File: config.mk
export PLATFORM = sky130hd
export DESIGN_NAME = wideMoveUnit
export DESIGN_NICKNAME = d
export VERILOG_FILES = /design/src/rtl/wmovPkg.sv /design/src/rtl/wmovDecode.sv /design/src/rtl/wmovRegFile.sv /design/src/rtl/wideMoveUnit.sv
export SDC_FILE = /design/constraint.sdc
export NUM_CORES = 1
export LEC_CHECK = 0
export BUFFER_PORTS_ARGS = -buffer_cell sky130_fd_sc_hd__buf_2
export CAP_MARGIN = 20
export CORE_UTILIZATION = 55
export CTS_CLUSTER_SIZE = 28
export DETAILED_ROUTE_END_ITERATION = 16
export HOLD_SLACK_MARGIN = 0.03
export PLACE_DENSITY = 0.75
export SETUP_SLACK_MARGIN = 0.02
export SLEW_MARGIN = 20
export SYNTH_ARGS = -nofsm -noshare
export SYNTH_HDL_FRONTEND = slang
export SYNTH_HIERARCHICAL = 1
export SYNTH_SLANG_ARGS = --single-unit
File: constraint.sdc
create_clock -name clk -period 4.34 [get_ports clk]
set_clock_uncertainty 0.05 [all_clocks]
set_input_delay 0.868 -clock clk [delete_from_list [all_inputs] [get_ports clk]]
set_output_delay 0.868 -clock clk [all_outputs]
set_load 0.02 [all_outputs]
File: src/rtl/wmovPkg.sv
package wmovPkg;
  localparam int IMM_W = 16;
  localparam int IDX_W = 4;

  // Strobes passed from control to datapath
  typedef struct packed {
    logic             wrEn;     // commit a write this edge
    logic             keepLow;  // top-half form: preserve bits below IMM_W
    logic [IDX_W-1:0] rd;       // destination index
    logic [IMM_W-1:0] imm;      // reassembled constant
  } wmovStrb_t;
endpackage

File: src/rtl/wmovDecode.sv
module wmovDecode
  import wmovPkg::*;
#(
  parameter int          WORD_W = 32,
  parameter logic [3:0]  SP_IDX = 4'd13,
  parameter logic [3:0]  PC_IDX = 4'd15
) (
  input  logic              clk,
  input  logic              rstN,
  input  logic              instrValid,
  input  logic [WORD_W-1:0] instrWord,
  output wmovStrb_t         ctrlStrb,
  output logic              undefFlag,
  output logic              unpredFlag
);
  localparam int HW = WORD_W / 2;

  logic [HW-1:0] hwHi;
  logic [HW-1:0] hwLo;
  logic          formMatch;
  logic          badDest;
  logic [IDX_W-1:0] rdIdx;

  assign hwHi = instrWord[WORD_W-1:HW];
  assign hwLo = instrWord[HW-1:0];

  // Fixed opcode bits of both halfwords
  assign formMatch = (hwHi[15:11] == 5'b11110) && (hwHi[9:8] == 2'b10) &&
                     (hwHi[6:4] == 3'b100) && !hwLo[15];
  assign rdIdx     = hwLo[11:8];
  assign badDest   = (rdIdx == SP_IDX) || (rdIdx == PC_IDX);

  always_comb begin
    ctrlStrb.wrEn    = instrValid && formMatch && !badDest;
    ctrlStrb.keepLow = hwHi[7];
    ctrlStrb.rd      = rdIdx;
    ctrlStrb.imm     = {hwHi[3:0], hwHi[10], hwLo[14:12], hwLo[7:0]};
  end

  always_ff @(posedge clk) begin
    if (!rstN) begin
      undefFlag  <= 1'b0;
      unpredFlag <= 1'b0;
    end else begin
      undefFlag  <= instrValid && !formMatch;
      unpredFlag <= instrValid && formMatch && badDest;
    end
  end
endmodule

File: src/rtl/wmovRegFile.sv
module wmovRegFile
  import wmovPkg::*;
#(
  parameter int DATA_W = 32
) (
  input  logic              clk,
  input  logic              rstN,
  input  wmovStrb_t         ctrlStrb,
  input  logic [IDX_W-1:0]  dbgAddr,
  output logic [DATA_W-1:0] dbgData
);
  localparam int REG_CNT = 1 << IDX_W;
  localparam int HALF_W  = DATA_W / 2;

  logic [DATA_W-1:0] regs [REG_CNT];

  for (genvar g = 0; g < REG_CNT; g++) begin : gEntry
    logic              hit;
    logic [DATA_W-1:0] nextVal;
    assign hit     = ctrlStrb.wrEn && (ctrlStrb.rd == IDX_W'(g));
    assign nextVal = ctrlStrb.keepLow ? {ctrlStrb.imm, regs[g][HALF_W-1:0]}
                                      : {{HALF_W{1'b0}}, ctrlStrb.imm};
    always_ff @(posedge clk) begin
      if (!rstN)    regs[g] <= '0;
      else if (hit) regs[g] <= nextVal;
    end
  end

  assign dbgData = regs[dbgAddr];
endmodule

File: src/rtl/wideMoveUnit.sv
module wideMoveUnit
  import wmovPkg::*;
#(
  parameter int DATA_W = 32
) (
  input  logic              clk,
  input  logic              rstN,
  input  logic              instrValid,
  input  logic [DATA_W-1:0] instrWord,
  input  logic [IDX_W-1:0]  dbgAddr,
  output logic [DATA_W-1:0] dbgData,
  output logic              undefFlag,
  output logic              unpredFlag
);
  wmovStrb_t ctrlStrb;

  wmovDecode #(.WORD_W(DATA_W)) u_dec (
    .clk(clk), .rstN(rstN), .instrValid(instrValid), .instrWord(instrWord),
    .ctrlStrb(ctrlStrb), .undefFlag(undefFlag), .unpredFlag(unpredFlag)
  );

  wmovRegFile #(.DATA_W(DATA_W)) u_rf (
    .clk(clk), .rstN(rstN), .ctrlStrb(ctrlStrb),
    .dbgAddr(dbgAddr), .dbgData(dbgData)
  );
endmodule

Word-level counts from Yosys, hierarchy flattened. Memories as Yosys holds them, arrays and structs flattened. Cells that the tools add are included.

Bits in writable memories: 512. Memories kept: 1. Input bits: 39. Register bits after elaboration: 2.

Memory list: u_rf.regs (depth 16, width 32, read ports 1, clocked after Yosys merged registers in 0, write ports 16, RTL line wmovRegFile.sv:15) `logic [DATA_W-1:0] regs [REG_CNT];`.

Eq/ne operators: 34. Reductions and logical operators: 44. Bitwise gates (word level): 32. Multiplexer cells: 97.

Operators with widths (number): $mux 16 (32); $mux 32 (16); $mux 1 (49); $eq 4x4->1 const B (8); $or 1x1->1 (32); $reduce_and 2->1 (16); $logic_and 1x1->1 (23); $eq 4x3->1 const B (4); $ne 1x1->1 const B (16); $eq 4x2->1 const B (2); $eq 5x5->1 const B (1); $eq 4x1->1 const B (1); $logic_not 4->1 (1); $eq 3x3->1 const B (1); $logic_not 1->1 (3); $eq 2x2->1 const B (1); $logic_or 1x1->1 (1).

Depth between registers and ports, before layout. Gate-level depths: netlist of run 1.

Depth after elaboration: 12. Gate-level depth with buffers: 7.

Hierarchy. The synthesis of run 1 kept the hierarchy.

Modules (own cells, without submodules): wmovRegFile (area each 21941.0 µm², cells each 1500, instances 1); wmovDecode (area each 264.0 µm², cells each 33, instances 1).

Worst setup path after synthesis of run 1. No wires, ideal clock.

Kind: input-to-reg. Start point: input port instrWord[24]. End point: memory u_rf.regs[3][0], enable pin. Arrival: 3.671 ns. Cell stages on the path: 6. Path slack: 0.208 ns. Path buffers: 1. Cell sequence: or4b_1 nor3_2 and3_1 or3b_2 clkbuf_1 o21ai_0.

RTL lines: start: declaration (RTL line wideMoveUnit.sv:9) `input logic [DATA_W-1:0] instrWord,`; end: declaration (RTL line wmovRegFile.sv:15).

Worst setup path after layout of run 1.
Start point: input port dbgAddr[0]. End point: output port dbgData[11].

Longest elaborated chain between the ends: 1.

Ends and longest elaborated chain: start: declaration (RTL line wideMoveUnit.sv:10) `input logic [IDX_W-1:0] dbgAddr,`; $mem_v2 16x32; end: declaration (RTL line wideMoveUnit.sv:11) `output logic [DATA_W-1:0] dbgData,`.

Every way passes these cells.

==> results of run 1 <==
logic make-up (layout without fill, tap and decap cells):
group                  Yosys count  after routing  share of synthesized area [%]
AND/OR/NAND/NOR                625            625                           11.2
flip-flops                     514            514                           69.4
buffers and inverters          170            238                           3.49
multiplexers                   128            128                           13.0
AO/OA/AOI/OAI                   96             96                           2.88
other                            0              2                              0
path summary, 6_finish.rpt:
kind                               to  slack, ns  cells past startpoint
worst max-delay path      dbgData[11]       0.73                      6
worst min-delay path  u_dec/undefFlag       0.51                      3
cell usage in the layout, fill, tap and decap left out, types with 2 or more instances in the layout:
cell       count
clkinv_2       6
clkinv_1       7
clkbuf_16     49
nand2_1       62
edfxtp_1     512
o21ai_2       32
or2_2          3
nor2_1       515
nand3b_1       4
diode_2        2
nor2b_4        2
dfxtp_1        2
clkbuf_1      20
buf_4         76
buf_2         70
nand3_1        6
a22oi_1       64
mux4_2       128
nand2b_1      18
and4b_1        2
clkbuf_8       2
buf_12         6
nor2b_1        2
worst max-delay path: stages:
cell	delay, ns
clkbuf_8	0.36
buf_12	0.29
mux4_2	0.53
a22oi_1	0.24
nand2_1	0.15
buf_2	0.19
metal layers:
layer  vias up  GRT usage [%]  share of wire [%]  routed length (um)
met5         -              0                  0                   0
met4         0           15.0                5.1                2990
met3       161           6.40                 12                6820
met2       918           47.1                 48               28200
met1      6891           37.9                 35               20700
li1       5651              -                  -                   -
stage by stage:
stage               hold WS [ns]  cells
floorplan                  0.956   1533
global placement            1.07   2041
detailed placement          1.09   2041
CTS                        0.498   2126
global route               0.532   2127
finish                     0.514   2128
power by group through the flow:
| stage | Combinational [mW] | Sequential [mW] | Clock [mW] |
|---|---|---|---|
| finish | 0.850 | 5.76 | 3.86 |
| global route | 0.894 | 5.78 | 4.08 |
| CTS | 0.847 | 5.76 | 3.90 |
| detailed placement | 0.843 | 5.86 | 0 |
| global placement | 0.832 | 5.84 | 0 |
| floorplan | 0.555 | 5.83 | 0 |
sequential cells by signal, indices dropped and copies added, names as in the netlist:
signal / flops
u_rf/regs: 512
u_dec/undefFlag: 1
u_dec/unpredFlag: 1
cell usage after synthesis:
master / number
and3_1: 1
and4_1: 1
nand3b_1: 4
and4b_1: 2
nand2_1: 62
a22oi_1: 64
or3b_2: 1
or3_1: 1
nor2b_1: 4
clkbuf_1: 113
or2_2: 3
and2_2: 1
nand2b_1: 18
buf_2: 20
nor3_2: 1
buf_4: 30
dfxtp_1: 2
buf_1: 7
mux4_2: 128
and2_1: 1
nor2_1: 516
or4b_1: 1
nand4b_1: 1
nand3_1: 6
o21ai_0: 32
and4bb_2: 1
edfxtp_1: 512
cell type report:
class	instances	area [um2]	share of cell area [%]
Antenna cell	2	5.00	0.0203
Clock buffer	70	1320	5.32
Clock inverter	15	95.1	0.385
Multi-Input combinational cell	849	6160	24.9
Sequential cell	514	15400	62.4
Tap cell	525	657	2.66
Timing Repair Buffer	153	1050	4.27
==> metrics.csv, run 1 <==
metric,value,unit
total number of placement rows,73,
Pwr Total,10.5,mW
via count of the first global-routing pass,13700,
final worst setup slack,0.727,ns
number of buffers between clock root and the deepest sink,3,
number of library cell types mapped by synthesis,27,
Worst Setup Slack post-DPL,0.718,ns
H-tree Lvls,2,
sequential area share after synthesis,69.4,%
setup repair after global routing missed its margin,false,
Final HPWL DP,35.0,mm
antenna violations before repair,1,
cell type with the largest total area after synthesis,edfxtp_1,
reported net switching power,2.31,mW
Finished Core Util,62.2,%
outcome,"complete, no violations",
number of sinks on the clock net,514,
leftover overflow at the end of global routing,0,
Peak VDD IR,316,uV
maximum frequency from static timing analysis,277,MHz
number of buffers inserted during clock tree synthesis,49,
largest net degree at the start of global routing,62,
Routed Antenna Nets,0,
WS Path Type,in -> out,
arrival time of the worst setup path,2.70,ns
HP Start,instrValid,
number of vias after detailed routing,13600,
detailed-route vias per instance,6.40,
relative contribution of the clock network to total power,36.9,%
horizontal extent of the die,203,um
layout overhead on the synthesized area,11.2,%
Slew Limit Headroom,34.1,%
Critical Path Fanout Max,28,
class of the worst hold path,in -> reg,
quantity of gates resized following cts,0,
Post-CTS Setup Inserts,0,
clock tree root driver cell,clkbuf_16,
crit path capture type,output pin,
io pins,73,
effective utilization at floorplan,55.9,%
die outline height,203,um
share of the clock period used by the worst path after layout,83.3,%
Synth Cell Area,22200,um2
ranking of synthesized cells by area,"edfxtp_1 (69%), mux4_2 (13%), nor2_1 (8.7%)",
DRT Wirelength,58.7,mm
LEAKAGE,8.19,nW
post-synthesis area per instance,14.5,um2
count of buffers from port buffering,72,
Switching Fraction,22.0,%
first-pass GRT wire length,86.6,mm
Sequential Power Share,55.0,%
combinational fraction of design power,8.1,%
setup tns final,0,ns
Worst-path clk slew,0.06,ns
minimum period implied by the final worst setup slack,3.61,ns
DRC violation total after the first TritonRoute iteration,1795,
Internal,8.16,mW
Die Area,41200,um2
wire per inst,27.6,um
Yosys warning count,6,
fillers,2824,
total routing usage reported by global routing,29.3,%
Slew @ Worst Pin,0.986,ns
register bit total from synthesis,514,
Pre-Repair DR Iteration Count,6,
# Max-Cap Violations,0,
Final #Nets,1606,
CTS tree,done,
first element of the critical path,dbgAddr[0],
Final Hold Viols,0,
startpoint type of the worst setup path,input pin,
gpl congestion,0.885,
remaining design rule violation count,0,
max-slew violation count,0,
required time at the endpoint of the critical path,3.42,ns
post-synthesis net count,1572,
design area,24700,um2
count of hold-fix buffers inserted at cts,0,
core box area,39700,um2
Syn Inst Count,1533,
top cell type's share of synthesized area,69.2,%
cell area power density,424,nW/um2
Post-Place Cell Area,23300,um2
setup violation total in the final timing report,0,
layout cell share with drive strength beyond 1,23.8,%
Power figures use the tool's default switching activity.
==> run 2, diff against run 1 <==
--- a/config.mk
+++ b/config.mk
@@ -11,7 +11,7 @@
 export CTS_CLUSTER_SIZE = 28
 export DETAILED_ROUTE_END_ITERATION = 16
 export HOLD_SLACK_MARGIN = 0.03
-export PLACE_DENSITY = 0.75
+export PLACE_DENSITY = 0.72
 export SETUP_SLACK_MARGIN = 0.02
 export SLEW_MARGIN = 20
 export SYNTH_ARGS = -nofsm -noshare
==> constraint.sdc (replaced) <==
create_clock -name clk -period 3.75 [get_ports clk]
set_clock_uncertainty 0.05 [all_clocks]
set_input_delay 0.75 -clock clk [delete_from_list [all_inputs] [get_ports clk]]
set_output_delay 0.75 -clock clk [all_outputs]
set_load 0.02 [all_outputs]
==> run 2 against run 1 <==
  * Cell count increased by 0.38%
  * Worst hold slack got worse by 0.14 ns
  * Sequential share of layout area decreased by 0.79 points
  * Count of clock-buffer cells in the layout decreased by 12
  * Clock power increased by 24%
  * Core utilization increased by 0.80 points
  * Design area increased by 1.3%
  * Combinational power increased by 20%
  * Die area unchanged
  * Total power increased by 19%
==> metrics.csv, run 2 (synthesis gave the netlist of run 1 again) <==
metric,value,unit,change
class of the worst hold path,in -> reg,,unchanged
count of hold-fix buffers inserted at cts,0,,unchanged
CP Cell Sequence,clkbuf_8 > buf_12 > mux4_2 > a22oi_1 > buf_4 > nand2_1 > buf_2,,was clkbuf_8 > buf_12 > mux4_2 > a22oi_1 > nand2_1 > buf_2
combinational fraction of design power,8.2,%,was 8.1%
H-tree Lvls,2,,unchanged
die outline height,203,um,unchanged
relative contribution of the clock network to total power,38.4,%,was 36.9%
DRT Wirelength,55.3,mm,was 58.7 mm
count of buffers from port buffering,72,,unchanged
via count of the first global-routing pass,13400,,was 13700
cell at the slowest stage of the critical path,mux4_2,,unchanged
outcome,"complete, no violations",,unchanged
Switching Fraction,22.1,%,was 22.0%
largest register by flop count,u_rf/regs,,unchanged
gpl congestion,0.866,,was 0.885
Slew @ Worst Pin,0.941,ns,was 0.986 ns
crit-path leading delay family,buffers and inverters,,unchanged
setup violation total in the final timing report,0,,unchanged
max-slew violation count,0,,unchanged
clock tree root driver cell,clkbuf_16,,unchanged
number of buffers between clock root and the deepest sink,3,,unchanged
Worst-path clk slew,0.06,ns,about the same
quantity of gates resized following cts,0,,unchanged
Post-CTS Setup Inserts,0,,unchanged
core box area,39700,um2,unchanged
final worst setup slack,0.294,ns,was 0.727 ns
Peak VDD IR,437,uV,was 316 uV
total routing usage reported by global routing,27.5,%,was 29.3%
layout cell share with drive strength beyond 1,24.5,%,was 23.8%
leftover overflow at the end of global routing,0,,unchanged
antenna violations before repair,2,,was 1
Internal,9.72,mW,was 8.16 mW
horizontal extent of the die,203,um,unchanged
Sequential Power Share,53.4,%,was 55.0%
number of buffers inserted during clock tree synthesis,49,,unchanged
Worst Setup Slack post-DPL,0.287,ns,was 0.718 ns
cell area power density,499,nW/um2,was 424 nW/um2
setup repair after global routing missed its margin,false,,unchanged
Slew Limit Headroom,37.1,%,was 34.1%
Die Area,41200,um2,unchanged
maximum frequency from static timing analysis,289,MHz,
LEAKAGE,8.34,nW,was 8.19 nW
fillers,2837,,was 2824
Crit path buffers/inverters,4,,was 3
maximum cell stage delay along the critical path,0.55,ns,was 0.53 ns
number of flip-flops in the largest register,512,,unchanged
io pins,73,,unchanged
DRC violation total after the first TritonRoute iteration,1353,,was 1795
number of vias after detailed routing,13400,,was 13600
crit path capture type,output pin,,unchanged
first-pass GRT wire length,82.6,mm,was 86.6 mm
share of the clock period used by the worst path after layout,92.2,%,
layout overhead on the synthesized area,12.7,%,was 11.2%
# Max-Cap Violations,0,,unchanged
Critical Path Fanout Max,22,,was 28
detailed-route vias per instance,6.25,,was 6.40
number of sinks on the clock net,514,,unchanged
highest-count cells in the layout ignoring fill and taps,"nor2_1 (515), edfxtp_1 (512), mux4_2 (128), buf_2 (70), buf_4 (68)",,"was nor2_1 (515), edfxtp_1 (512), mux4_2 (128), buf_4 (76), buf_2 (70)"
Final HPWL DP,34.9,mm,was 35.0 mm
WS Path Type,in -> out,,unchanged
reported net switching power,2.75,mW,was 2.31 mW
endpoint of the most critical setup path,dbgData[26],,was dbgData[11]
arrival time of the worst setup path,2.66,ns,was 2.70 ns
minimum period implied by the final worst setup slack,3.46,ns,
Pre-Repair DR Iteration Count,7,,was 6
wire per inst,25.9,um,was 27.6 um
startpoint type of the worst setup path,input pin,,unchanged
effective utilization at floorplan,55.9,%,unchanged
Routed Antenna Nets,0,,unchanged
total number of placement rows,73,,unchanged
setup tns final,0,ns,unchanged
remaining design rule violation count,0,,unchanged
design area,25000,um2,was 24700 um2
Pwr Total,12.5,mW,was 10.5 mW
largest net degree at the start of global routing,60,,was 62
Final #Nets,1610,,was 1606
Post-Place Cell Area,23500,um2,was 23300 um2
required time at the endpoint of the critical path,2.95,ns,was 3.42 ns
Final Hold Viols,0,,unchanged
most common library cell in the layout ignoring fill and taps,nor2_1,,unchanged
registers with the highest flip-flop counts,"u_rf/regs: 512 flops, u_dec/undefFlag: 1 flops, u_dec/unpredFlag: 1 flops",,unchanged
CTS tree,done,,unchanged
cell count along the critical path,7,,was 6
first element of the critical path,dbgAddr[0],,unchanged
==> run 2: changes by cell type in the layout (fill, tap and decap cells not counted), sizes merged <==
cell      delta
bufinv       +3
clkinvlp     +1
clkbuf      -12
diode        -1
clkinv      +13
buf          +4
==> run 2: stage by stage <==
| stage | hold slack [ns] | std cells | util [%] |
|---|---|---|---|
| after floorplan | 0.838 | 1533 | - |
| after global placement | 0.967 | 2045 | 59.1 |
| after detailed placement | 0.967 | 2045 | 59.1 |
| after CTS | 0.360 | 2135 | 63.0 |
| after global routing | 0.380 | 2136 | 63.0 |
| final | 0.377 | 2136 | 63.0 |
==> run 2: worst min path at each step <==
stage	end	cells after the start	startpoint
after CTS	u_dec/undefFlag	3	instrValid
after global routing	u_dec/undefFlag	3	instrValid
after detailed placement	u_dec/undefFlag	3	instrValid
final	u_dec/undefFlag	3	instrValid
after global placement	u_dec/undefFlag	3	instrValid
after floorplan	u_dec/undefFlag	2	instrValid
==> run 2: area by class of cell <==
type / instances / area, um2 / share of cell area (%)
timing repair buffer: 157 / 1230 / 4.94
clock inverter: 32 / 246 / 0.985
multi-input combinational: 849 / 6160 / 24.6
clock buffer: 58 / 1300 / 5.21
antenna: 1 / 2.50 / 0.0100
tap: 525 / 657 / 2.63
sequential: 514 / 15400 / 61.6
==> run 2: routing by layer <==
metal / GRT usage [%] / routed length (um) / vias up
met3: 5.94 / 5950 / 115
met5: 0 / 17 / -
met4: 10.3 / 1910 / 2
li1: - / - / 5671
met2: 43.5 / 26400 / 840
met1: 38.0 / 21100 / 6728
==> run 2: power by group through the flow <==
stage | Sequential (mW) | Combinational [mW] | Clock, mW
CTS | 6.66 | 1.02 | 4.85
global route | 6.68 | 1.08 | 5.06
detailed placement | 6.78 | 1.01 | 0
finish | 6.66 | 1.02 | 4.79
global placement | 6.76 | 1.01 | 0
floorplan | 6.75 | 0.642 | 0
==> run 2: tightest hold or removal path, stage by stage <==
cell and delay, ns:
buf_2 0.10, nand2_1 0.06, nor2_1 0.04
